**src/rtl/dbg_match_pkg.sv**
```systemverilog
package dbg_match_pkg;

   // Watchpoint kind: bit 0 allows reads, bit 1 allows writes.
   typedef enum logic [1:0] {
      WK_OFF   = 2'b00,
      WK_READ  = 2'b01,
      WK_WRITE = 2'b10,
      WK_ANY   = 2'b11
   } watch_kind_e;

   function automatic int unsigned idx_width(input int unsigned n);
      return (n > 1) ? $clog2(n) : 1;
   endfunction

endpackage

```
**src/rtl/dbg_lowest_pick.sv**
```systemverilog
module dbg_lowest_pick #(
   parameter int unsigned N  = 4,
   parameter int unsigned IW = 2
) (
   input  logic [N-1:0]  req,
   output logic          any,
   output logic [IW-1:0] idx
);
   always_comb begin
      idx = '0;
      for (int i = N - 1; i >= 0; i--) begin
         if (req[i]) idx = IW'(i);
      end
   end

   assign any = |req;

endmodule

```
**src/rtl/dbg_bp_bank.sv**
```systemverilog
module dbg_bp_bank #(
   parameter int unsigned NUM    = 4,
   parameter int unsigned ADDR_W = 32,
   parameter int unsigned SW     = 2
) (
   input  logic              clk,
   input  logic              rst_n,
   input  logic              wr_en,
   input  logic [SW-1:0]     wr_slot,
   input  logic [ADDR_W-1:0] wr_addr,
   input  logic              wr_arm,
   input  logic              pc_valid,
   input  logic [ADDR_W-1:0] pc,
   output logic [NUM-1:0]    match
);
   for (genvar i = 0; i < NUM; i++) begin : g_slot
      logic [ADDR_W-1:0] addr_q;
      logic              arm_q;
      logic              sel;

      assign sel = wr_en && (wr_slot == SW'(i));

      always_ff @(posedge clk or negedge rst_n) begin
         if (!rst_n) begin
            addr_q <= '0;
            arm_q  <= 1'b0;
         end else if (sel) begin
            arm_q  <= wr_arm;
            addr_q <= wr_arm ? wr_addr : '0;
         end
      end

      assign match[i] = pc_valid && arm_q && (pc == addr_q);

      // a disarming write leaves the slot empty
      p_bp_clear_r9: assert property (@(posedge clk) disable iff (!rst_n)
         (sel && !wr_arm) |=> (!arm_q && addr_q == '0));
   end

endmodule

```
**src/rtl/dbg_wp_bank.sv**
```systemverilog
module dbg_wp_bank
   import dbg_match_pkg::*;
#(
   parameter int unsigned NUM    = 4,
   parameter int unsigned ADDR_W = 32,
   parameter int unsigned SW     = 2
) (
   input  logic              clk,
   input  logic              rst_n,
   input  logic              wr_en,
   input  logic [SW-1:0]     wr_slot,
   input  logic [ADDR_W-1:0] wr_addr,
   input  logic [1:0]        wr_kind,
   input  logic              acc_valid,
   input  logic [ADDR_W-1:0] acc_addr,
   input  logic              acc_write,
   output logic [NUM-1:0]    match
);
   for (genvar i = 0; i < NUM; i++) begin : g_slot
      logic [ADDR_W-1:0] addr_q;
      watch_kind_e       kind_q;
      logic              sel;
      logic              dir_ok;

      assign sel = wr_en && (wr_slot == SW'(i));

      always_ff @(posedge clk or negedge rst_n) begin
         if (!rst_n) begin
            addr_q <= '0;
            kind_q <= WK_OFF;
         end else if (sel) begin
            kind_q <= watch_kind_e'(wr_kind);
            addr_q <= (wr_kind == WK_OFF) ? '0 : wr_addr;
         end
      end

      assign dir_ok   = acc_write ? kind_q[1] : kind_q[0];
      assign match[i] = acc_valid && dir_ok && (acc_addr == addr_q);

      // writing kind off leaves the slot empty
      p_wp_clear_r9: assert property (@(posedge clk) disable iff (!rst_n)
         (sel && wr_kind == WK_OFF) |=> (kind_q == WK_OFF && addr_q == '0));
   end

endmodule

```
**src/rtl/dbg_match_unit.sv**
```systemverilog
module dbg_match_unit
   import dbg_match_pkg::*;
#(
   parameter int unsigned ADDR_W = 32,
   parameter int unsigned NUM_BP = 4,
   parameter int unsigned NUM_WP = 4,
   localparam int unsigned BP_IW  = idx_width(NUM_BP),
   localparam int unsigned WP_IW  = idx_width(NUM_WP),
   localparam int unsigned SLOT_W = (BP_IW > WP_IW) ? BP_IW : WP_IW
) (
   input  logic              clk,
   input  logic              rst_n,
   input  logic              cfg_we,
   input  logic              cfg_watch,
   input  logic [SLOT_W-1:0] cfg_slot,
   input  logic [ADDR_W-1:0] cfg_addr,
   input  logic              cfg_arm,
   input  logic [1:0]        cfg_kind,
   input  logic              fetch_valid,
   input  logic [ADDR_W-1:0] fetch_pc,
   input  logic              acc_valid,
   input  logic [ADDR_W-1:0] acc_addr,
   input  logic              acc_write,
   output logic              acc_squash,
   output logic              bp_hit,
   output logic [BP_IW-1:0]  bp_slot,
   output logic              wp_hit,
   output logic [WP_IW-1:0]  wp_slot
);
   if (NUM_BP < 1 || NUM_WP < 1) begin : g_bad_count
      $error("dbg_match_unit: each bank needs at least one slot");
   end
   if (ADDR_W < 2) begin : g_bad_width
      $error("dbg_match_unit: ADDR_W too small");
   end

   logic [NUM_BP-1:0] bp_match;
   logic [NUM_WP-1:0] wp_match;
   logic              bp_any, wp_any;
   logic [BP_IW-1:0]  bp_pick;
   logic [WP_IW-1:0]  wp_pick;

   dbg_bp_bank #(.NUM(NUM_BP), .ADDR_W(ADDR_W), .SW(SLOT_W)) u_bp (
      .clk(clk), .rst_n(rst_n),
      .wr_en(cfg_we && !cfg_watch), .wr_slot(cfg_slot),
      .wr_addr(cfg_addr), .wr_arm(cfg_arm),
      .pc_valid(fetch_valid), .pc(fetch_pc),
      .match(bp_match)
   );

   dbg_wp_bank #(.NUM(NUM_WP), .ADDR_W(ADDR_W), .SW(SLOT_W)) u_wp (
      .clk(clk), .rst_n(rst_n),
      .wr_en(cfg_we && cfg_watch), .wr_slot(cfg_slot),
      .wr_addr(cfg_addr), .wr_kind(cfg_kind),
      .acc_valid(acc_valid), .acc_addr(acc_addr), .acc_write(acc_write),
      .match(wp_match)
   );

   dbg_lowest_pick #(.N(NUM_BP), .IW(BP_IW)) u_bp_pick (
      .req(bp_match), .any(bp_any), .idx(bp_pick)
   );

   dbg_lowest_pick #(.N(NUM_WP), .IW(WP_IW)) u_wp_pick (
      .req(wp_match), .any(wp_any), .idx(wp_pick)
   );

   assign acc_squash = wp_any;

   always_ff @(posedge clk or negedge rst_n) begin
      if (!rst_n) begin
         bp_hit  <= 1'b0;
         bp_slot <= '0;
         wp_hit  <= 1'b0;
         wp_slot <= '0;
      end else begin
         bp_hit  <= bp_any;
         bp_slot <= bp_any ? bp_pick : '0;
         wp_hit  <= wp_any;
         wp_slot <= wp_any ? wp_pick : '0;
      end
   end

   // a squashed access is always reported as a watchpoint hit
   p_squash_reported_r7: assert property (@(posedge clk) disable iff (!rst_n)
      acc_squash |=> wp_hit);

   // pulses only follow a presented fetch or access
   p_bp_needs_fetch_r11: assert property (@(posedge clk) disable iff (!rst_n)
      bp_hit |-> $past(fetch_valid));
   p_wp_needs_access_r11: assert property (@(posedge clk) disable iff (!rst_n)
      wp_hit |-> $past(acc_valid));

   // the reported slot was among the matching ones
   p_bp_slot_real_r8: assert property (@(posedge clk) disable iff (!rst_n)
      bp_hit |-> ((($past(bp_match) >> bp_slot) & NUM_BP'(1)) != '0));
   p_wp_slot_real_r8: assert property (@(posedge clk) disable iff (!rst_n)
      wp_hit |-> ((($past(wp_match) >> wp_slot) & NUM_WP'(1)) != '0));

endmodule

```
**config.mk**
```make
export PLATFORM = sky130hd
export DESIGN_NAME = dbg_match_unit
export DESIGN_NICKNAME = d
export VERILOG_FILES = /design/src/rtl/dbg_match_pkg.sv /design/src/rtl/dbg_lowest_pick.sv /design/src/rtl/dbg_bp_bank.sv /design/src/rtl/dbg_wp_bank.sv /design/src/rtl/dbg_match_unit.sv
export SDC_FILE = /design/constraint.sdc
export NUM_CORES = 1
export LEC_CHECK = 0
export BUFFER_PORTS_ARGS = -buffer_cell sky130_fd_sc_hd__buf_2
export CAP_MARGIN = 20
export CORE_MARGIN = 2
export CORE_UTILIZATION = 50
export DETAILED_ROUTE_END_ITERATION = 16
export GPL_TIMING_DRIVEN = 0
export MAX_ROUTING_LAYER = met4
export PLACE_DENSITY = 0.76
export SLEW_MARGIN = 20
export SYNTH_ARGS = -nofsm -noshare
export SYNTH_HDL_FRONTEND = slang
export SYNTH_HIERARCHICAL = 1
export SYNTH_SLANG_ARGS = --single-unit
```
**constraint.sdc**
```tcl
create_clock -name clk -period 2.5 [get_ports clk]
set_input_delay 0.5 -clock clk [delete_from_list [all_inputs] [get_ports clk]]
set_output_delay 0.5 -clock clk [all_outputs]
set_load 0.02 [all_outputs]
```
==> summary.md <==
| Metric | Value |
|---|---|
| Final hold violations | 0 |
| #FFs+latches synth | roughly 270 |
| Setup WS post-layout | -445 ps |
| ANT nets after route | 0 |
| Worst Path Max Fanout | 2 |
| Reg2Reg Capture Point | bp_slot[1] |
| Syn nets | ~1,400 |
| Failing checks | setup timing |
| Number of remaining DRC errors | 0 |
| Clock tree buffer depth | 3 |
| Maximum capacitance violations | 0 |
| Final Power | 12.7 mW |
| Num ports | between 100 and 150 |
| Hold path depth | 2 |
| Main flop type after synthesis | dfrtp_1 |
| First-pass GRT wire length | about 63,000 microns |
| Row count | 58 |
| Critical Path Sink Type | output port |
| Antenna cells | 0 |
| Cells after Synth | between 1,000 and 1,500 |
| Worst Max-Slew Pin Slew | 768 ps |
| DRT Pass-1 Iters | 5 |
| Placed cells | between 1,500 and 2,000 |
| Port bufs | 110 |
| Final TNS setup | -445 ps |
| EDFF count, synth | 0 |
| Skew-Pair Late Insertion Delay | around 550 ps |
| GPL Wtd Cong | 1.00 |
| Max VDD drop | 0.531 mV |
| Status | finished, violations left |
| Reg2reg path depth | 7 |
| Commonest cells after routing, fill and taps aside | 325 x nand2_1, 274 x dfrtp_1, 248 x o21ai_0 |
| Clock transition at path regs | 60 ps |
| Layout net count | 1,592 |
| P_leak | 7.11 nW |
| Hold Path Sink | u_wp/g_slot[1].kind_q[0] |
| Critical path class | reg2out |
| Period minus WS final | 2950 ps |
| Vias in the first global route | 10,700 |
| Via/cell ratio | 5.82 |
| Total grt overflow | 0 |
| Initial antenna violation count | 0 |
| Final WL | about 42,000 microns |
| Hold Path Class | in2reg |
| Non-Filler Instances | 1,835 |
| Placed Instance Area | 13,900 sq um |
| Chip height | approximately 160 microns |
| Slew headroom | a little under 50% |
| CTS buffer count | 29 |
| Pin count of the biggest net entering global routing | 98 |
| Post-route cell area | 15,200 sq um |
| Arr. time, crit path | roughly 2500 ps |
| RSZ-0062 raised after global routing | yes |
| Fmax | 340 MHz |
| 1st-iter DRT viols | 1,110 |
| Die area | 27,000 sq um |
| Detailed Place HPWL | ~32,000 microns |
| CP bufs+invs | 1 |
| Avg Cell Area, Syn | 9.63 sq um |
| Die width | about 160 microns |
| Post-synthesis sequential area ratio | 53.3% |
| Area grow syn2layout | 18.2% |
| FFs w/ async S/R, synth | 100% |
| Setup crit start kind | register |
| Routed length per instance | 23.0 microns |
| Layout cells sized above 1 | 14.2% |
| CP max stage delay | 410 ps |
| GR Util All Layers | 32.7% |
| Pwr Density | between 800 and 900 nW/um^2 |
| Synthesized area | 12,900 sq um |
| Utilization after layout | around three fifths |
| Setup violators final | 1 |
| Critical Path, Cell by Cell | xor2_1 > nor4_2 > nand4_1 > nor4_4 > nor2_1 > nand2_1 > buf_6 |
| Clock tree from TritonCTS | done |
| Worst R2R Setup Slack | 250 ps |
| Startpoint of the worst-slack reg-to-reg timing path | u_bp/g_slot[3].addr_q[12] |
| Yosys cell types | 38 |
| Root Buffer | clkbuf_16 |
| Critical path's slowest cell | nor4_2 |
| Worst Min Path Start | cfg_kind[0] |
| Fin Clk Skew | 13.1 ps |
| Max Slew Vio Count | 0 |
| Final Cycle Share | 118% |
| Commonest non-fill, non-tap cell in the layout | nand2_1 |
| Worst EP required | 2000 ps |
| Cell family with most CP delay | simple AND/OR/NAND/NOR gates |
| Total core area | about 25,000 sq um |
| Clock Sink Count | 274 |
| Initial Util | 50.9% |
| H-Tree Level Count | 1 |
| DR vias | 10,700 |
| Synth warn | 6 |
-- final cells by class --
class | instances | area, sq um
buffer | 67 | 262
clock buffer | 39 | 803
sequential | 274 | 6860
inverter | 15 | 56.3
tap | 330 | 413
multi-input combinational | 979 | 5870
clock inverter | 13 | 269
timing repair buffer | 118 | 669
fill | 2189 | 10100
-- timing repair --
item                                   in CTS  in global routing
pin swaps                                   7                  7
resized for setup                          20                 12
endpoints found under the hold margin      19                  0
hold buffers                                1                  0
setup buffers                               3                  2
setup endpoints to repair                   1                  1
-- metal layers --
layer / share of wire [%] / global-route usage, %
met2: 47 / 52.2
met4: 6.2 / 17.0
met1: 38 / 40.8
met5: 0 / -
met3: 8.0 / 4.50
-- registers in the layout (all words and copies together), names as in the netlist --
name	count
u_bp/g_slot.addr_q	128
u_wp/g_slot.addr_q	128
u_wp/g_slot.kind_q	8
u_bp/g_slot.arm_q	4
bp_slot	2
wp_slot	2
bp_hit	1
wp_hit	1
-- power by group --
group | internal, mW | switching [mW] | total [mW]
logic | 0.812 | 1.36 | 2.18
registers | 5.15 | 0.540 | 5.69
clock network | 3.06 | 1.79 | 4.86
total | 9.03 | 3.70 | 12.7
-- worst reg2reg max path: stages (launching register included) --
cell and delay [ps]:
dfrtp_1 420, xor2_1 160, nor4_1 580, nand4_1 160, nor4_1 440, nor2_1 120
nor3_1 160, and2_1 140
-- cells in the mapped netlist, types with 5 or more instances --
| master | number | area [sq um] |
|---|---|---|
| mux2_2 | 12 | 135 |
| nand2_1 | 325 | 1220 |
| o21ai_0 | 248 | 1240 |
| o21ai_1 | 9 | 45.0 |
| nand4_1 | 17 | 106 |
| nand2b_1 | 11 | 68.8 |
| dfrtp_1 | 274 | 6860 |
| nor4_1 | 52 | 325 |
| inv_1 | 13 | 48.8 |
| nor2_1 | 5 | 18.8 |
| buf_1 | 5 | 18.8 |
| nand3_1 | 13 | 65.1 |
| xor2_1 | 192 | 1680 |
| xnor2_1 | 45 | 394 |
| clkbuf_1 | 54 | 203 |
| and2_1 | 5 | 31.3 |
| buf_2 | 8 | 40.0 |
| nor2b_1 | 8 | 50.1 |
-- worst max path at each step --
stage                                         start                   endpoint  slack (ps)  depth (start not counted)
after global placement                        rst_n  u_wp/g_slot[2].addr_q[24]       -4050                          1
after floorplan                        acc_addr[27]                 acc_squash          90                          6
after detailed placement                acc_addr[0]                 acc_squash        -610                          8
final                     u_wp/g_slot[0].addr_q[25]                 acc_squash        -450                          7
after CTS                  u_wp/g_slot[1].addr_q[4]                 acc_squash        -410                          7
after global routing       u_wp/g_slot[0].addr_q[0]                 acc_squash        -500                          7
-- kinds of logic (layout without fill, tap and decap cells) --
group / count (synthesis) / count (layout) / share of synthesized area, %
buffers and inverters: 82 / 252 / 2.47
AO/OA/AOI/OAI: 274 / 274 / 11.1
AND/OR/NAND/NOR: 454 / 454 / 15.7
flip-flops: 274 / 274 / 53.3
XOR/XNOR: 237 / 237 / 16.1
multiplexers: 14 / 14 / 1.21
-- stage by stage --
step | hold WS (ps) | worst slack (ps)
final | 255 | -445
after global routing | 248 | -495
after CTS | 250 | -412
after detailed placement | 478 | -607
after global placement | 468 | -4050
after floorplan | 204 | 86.6
(Power assumes the default switching activity.)
